File: src/rtl/cpu_rst_pkg.sv
package cpu_rst_pkg;
  // Index of each reset domain in the distributor's domain vector
  typedef enum int unsigned {
    DOM_DBG  = 0,
    DOM_CORE = 1,
    DOM_PMU  = 2
  } rst_dom_e;

  localparam int NUM_DOM = 3;
endpackage

File: src/rtl/rst_swreq_edge.sv
// Turns the software reset request into one clock-wide pulse on its rising
// edge. During power-on reset the history bit is preset to 1, so a request
// already high at power-on release is not taken as a new edge.
module rst_swreq_edge (
  input  logic clk,
  input  logic por,
  input  logic req,
  output logic pulse
);
  logic prev;

  always_ff @(posedge clk or posedge por) begin
    if (por) begin
      prev  <= 1'b1;
      pulse <= 1'b0;
    end else begin
      prev  <= req;
      pulse <= req & ~prev;
    end
  end
endmodule

File: src/rtl/rst_hold_sync.sv
// One reset domain. A request asserts the output at once. Once the request
// is gone, a down-counter holds the reset for HOLD_CYCLES clocks, then a
// shift chain of SYNC_STAGES flops releases it on a clock edge.
module rst_hold_sync #(
  parameter int HOLD_CYCLES = 4,   // must be >= 1
  parameter int SYNC_STAGES = 2    // must be >= 2
) (
  input  logic clk,
  input  logic req,
  output logic rst_n
);
  localparam int CNT_W = $clog2(HOLD_CYCLES + 1);

  logic [CNT_W-1:0]       hold_cnt;
  logic [SYNC_STAGES-1:0] chain;

  always_ff @(posedge clk or posedge req) begin
    if (req) begin
      hold_cnt <= CNT_W'(HOLD_CYCLES);
      chain    <= '0;
    end else begin
      if (hold_cnt != '0) hold_cnt <= hold_cnt - 1'b1;
      chain <= {chain[SYNC_STAGES-2:0], (hold_cnt == '0)};
    end
  end

  assign rst_n = chain[SYNC_STAGES-1];
endmodule

File: src/rtl/cpu_reset_dist.sv
module cpu_reset_dist #(
  parameter int HOLD_CYCLES = 4,
  parameter int SYNC_STAGES = 2
) (
  input  logic clk,
  input  logic por_req,
  input  logic dbg_req,
  input  logic sw_req,
  output logic dbg_rst_n,
  output logic core_rst_n,
  output logic pmu_rst_n
);
  import cpu_rst_pkg::*;

  logic               sw_pulse;
  logic [NUM_DOM-1:0] dom_req;
  logic [NUM_DOM-1:0] dom_rst_n;

  rst_swreq_edge u_swedge (
    .clk   (clk),
    .por   (por_req),
    .req   (sw_req),
    .pulse (sw_pulse)
  );

  // Scope of each source: power-on reaches every domain,
  // debugger and software requests reach only the core.
  always_comb begin
    dom_req           = {NUM_DOM{por_req}};
    dom_req[DOM_CORE] = por_req | dbg_req | sw_pulse;
  end

  for (genvar d = 0; d < NUM_DOM; d++) begin : g_dom
    rst_hold_sync #(
      .HOLD_CYCLES (HOLD_CYCLES),
      .SYNC_STAGES (SYNC_STAGES)
    ) u_dom (
      .clk   (clk),
      .req   (dom_req[d]),
      .rst_n (dom_rst_n[d])
    );
  end

  assign dbg_rst_n  = dom_rst_n[DOM_DBG];
  assign core_rst_n = dom_rst_n[DOM_CORE];
  assign pmu_rst_n  = dom_rst_n[DOM_PMU];
endmodule

File: config.mk
export PLATFORM = sky130hd
export DESIGN_NAME = cpu_reset_dist
export DESIGN_NICKNAME = d
export VERILOG_FILES = /design/src/rtl/cpu_rst_pkg.sv /design/src/rtl/rst_swreq_edge.sv /design/src/rtl/rst_hold_sync.sv /design/src/rtl/cpu_reset_dist.sv
export SDC_FILE = /design/constraint.sdc
export NUM_CORES = 1
export LEC_CHECK = 0
export ABC_AREA = 1
export CAP_MARGIN = 10
export CELL_PAD_IN_SITES_DETAIL_PLACEMENT = 0
export CELL_PAD_IN_SITES_GLOBAL_PLACEMENT = 1
export CORE_ASPECT_RATIO = 0.9
export CORE_UTILIZATION = 44
export DETAILED_ROUTE_END_ITERATION = 10
export PLACE_DENSITY = 0.76
export SLEW_MARGIN = 25
export SYNTH_ARGS = -nofsm -noshare
export SYNTH_HDL_FRONTEND = slang
export SYNTH_HIERARCHICAL = 1
export SYNTH_SLANG_ARGS = --single-unit
File: constraint.sdc
create_clock -name clk -period 1.1 [get_ports clk]
set_input_delay 0.275 -clock clk [delete_from_list [all_inputs] [get_ports clk]]
set_output_delay 0.275 -clock clk [all_outputs]
set_load 0.01 [all_outputs]
==> impl_metrics.tcl <==
set metrics [dict create \
    ant_nets 0 \
    syn2layout_area_growth_pct 14.0 \
    comb_power_share_pct 3.1 \
    rr_endpoint "g_dom[0].u_dom/hold_cnt[0]" \
    cts_buffer_depth 2 \
    period_minus_slack_ns 1.06 \
    cp_slowest_cell "dfrtp_1" \
    r2r_cells 5 \
    worst_pin_slew_ns 0.228 \
    avgViaCountPerCell 4.06 \
    rrSetupSlack_ns 0.10 \
    switching_share_pct 21.0 \
    cts_hold_buf 0 \
    synth_top_area_cell "dfrtp_1" \
    cts_sinks 17 \
    finClkSkew_ns 0.000763 \
    power_uw 985 \
    peakVddDrop_mv 0.733 \
    nets 101 \
    portBuffers 6 \
    ys_ff_latch 17 \
    slew_headroom_pct 84.8 \
    setup_viol 0 \
    critPathLaunchType "register" \
    die_area_um2 1910 \
    power_frac_seq_pct 64.1 \
    initial_core_util_pct 50.2 \
    vias 455 \
    dp_hpwl_um 745 \
    die_h_um 41.6 \
    yosys-top-cells-area "dfrtp_1 42%, dfstp_2 14%, ha_1 9.8%, nand2_1 7.8%, inv_1 7.3%" \
    cts_tree "built" \
    grt_util_all_layers_pct 13.6 \
    p_leak_nw 0.408 \
    drt_iter0_drc 6 \
    hold_viol_final 0 \
    routedWlPerCell_um 8.83 \
    p_int_uw 778 \
    wirelength_um 989 \
    pin_count 7 \
    crit_buf_inv 1 \
    p_sw_uw 207 \
    crit_chain "buf_2" \
    end_kind "output port" \
    arrival_ns 0.78 \
    synthDistinctLibCells 11 \
    core_um2 1530 \
    grt_antenna_before_repair 0 \
    hold_class "in2async" \
    grt_max_degree 11 \
    remaining_drc_errors 0 \
    dpl-instance-area_um2 855 \
    synth.avg_cell_area_um2 9.59 \
    grt_overflow 0 \
    drive_above_1_share_pct 33.3 \
    cts_inserted_buffers 3 \
    grt_pass1_vias 374 \
    slowest_delay_ns 0.36 \
    clock_latency_ns 0.29 \
    clockRootBuffer "clkbuf_4" \
    rsz0062_at_grt "yes" \
    antenna_cells 0 \
    first_pass_iters 4 \
    cp.required_ns 0.82 \
    crit_family "flip-flops" \
    startpoint "g_dom[2].u_dom/chain[1]" \
    synth_top_area_share_pct 42.4 \
    multi_input_area_um2 265 \
    fin_crit_sh_pct 96.1 \
    yosys_warnings 6 \
    drv_cap 0 \
    grt_pass1_wl_mm 1.72 \
    rows 13 \
    clkTransAtPathRegs_ns 0.09 \
    clkPwrFrac_pct 32.8 \
    path_class "reg2out" \
    gp_congestion 0.718 \
    cp_max_fo 1 \
    die_x_um 46.0 \
    max_freq_ghz 0.946 \
    timing.rr.start "g_dom[0].u_dom/hold_cnt[0]" \
    final_cells 112 \
    syn-num-nets 90 \
    fin_setup_tns_ns 0 \
    htree_levels 1 \
    dp.cells 108 \
    fillers 151 \
    synth_area_um2 767 \
    finalMaxSlewViolations 0 \
    ys_seq_area_share_pct 56.1 \
    design_area_um2 875 \
    power_density_nw_per_um2 1130 \
    seqCellArea_um2 430 \
    synthCells 80 \
    status "finished clean" \
]
-- final cells by class --
cell class                      instances  area share [%]
Multi-Input combinational cell         42            30.3
Clock buffer                            3            2.58
Clock inverter                          1           0.572
Inverter                               21            9.01
Sequential cell                        17            49.2
Timing Repair Buffer                    6            5.15
Tap cell                               22            3.15
-- power by group through the flow --
| stage | sequential [mW] | clock [mW] | combinational (mW) |
|---|---|---|---|
| after global placement | 0.643 | 0 | 0.0312 |
| after CTS | 0.632 | 0.347 | 0.0321 |
| final | 0.631 | 0.323 | 0.0303 |
| after global routing | 0.632 | 0.371 | 0.0358 |
| after detailed placement | 0.643 | 0 | 0.0311 |
| after floorplan | 0.643 | 0 | 0.0144 |
-- synthesized netlist by cell type, drive strengths merged --
cell,number
nand2,22
inv,21
dfrtp,13
nor2,8
ha,6
nand3,6
dfstp,4
-- flip-flops by register name, indices dropped and copies added, names as in the netlist --
signal / count
g_dom.u_dom/hold_cnt: 9
g_dom.u_dom/chain: 6
u_swedge/prev: 1
u_swedge/pulse: 1
-- metrics by stage --
step | setup WS [ns] | util (%) | hold WS, ns
finish | 0.0428 | 57.2 | 0.215
global route | -0.00240 | 57.2 | 0.208
CTS | 0.0215 | 56.7 | 0.207
detailed placement | 0.000691 | 55.9 | 0.248
global placement | 0.00671 | 55.9 | 0.246
floorplan | 0.166 | - | 0.0155
-- worst reg2reg max path, stage by stage (launching register included) --
cell	delay, ns
dfrtp_1	0.39
inv_1	0.10
ha_2	0.22
nand2_4	0.07
nand2_1	0.06
nand2_1	0.05
-- layout by cell type, fill, tap and decap left out --
cell              n
nor2_2            4
nand2_4           3
nand2_1          16
nand2_2           3
nor2_1            4
clkbuf_4          3
ha_2              3
inv_2             6
dfrtp_1          13
inv_1            15
ha_1              3
nand3_1           6
buf_2             3
dfstp_2           4
clkdlybuf4s50_1   3
clkinv_2          1
-- repair_timing --
| action | in CTS | in global routing |
|---|---|---|
| setup buffers | 0 | 0 |
| gates resized for setup | 12 | 3 |
| setup endpoints to repair | 3 | 6 |
-- per-layer routing --
metal,vias to the layer above,share of wire [%],global-route usage [%]
met2,11,41,15.8
met5,-,0,0
met3,2,5.0,7.83
met4,0,0.51,5.29
li1,250,-,-
met1,192,53,20.3
-- worst max path at each step --
stage / endpoint / slack, ns / cells past startpoint
6_report: pmu_rst_n / 0.04 / 1
5_1_grt: pmu_rst_n / -0.002 / 1
4_1_cts: pmu_rst_n / 0.02 / 1
3_5_place_dp: pmu_rst_n / 0.0007 / 1
3_3_place_gp: pmu_rst_n / 0.007 / 1
2_1_floorplan: g_dom[0].u_dom/hold_cnt[0] / 0.17 / 5
-- cells by family after synthesis --
logic type	share of synthesized area, %
fa+ha+maj	9.79
simple gates	23.8
flops	56.1
buf+inv	10.3
No activity file was read; power rests on OpenSTA's default activity.
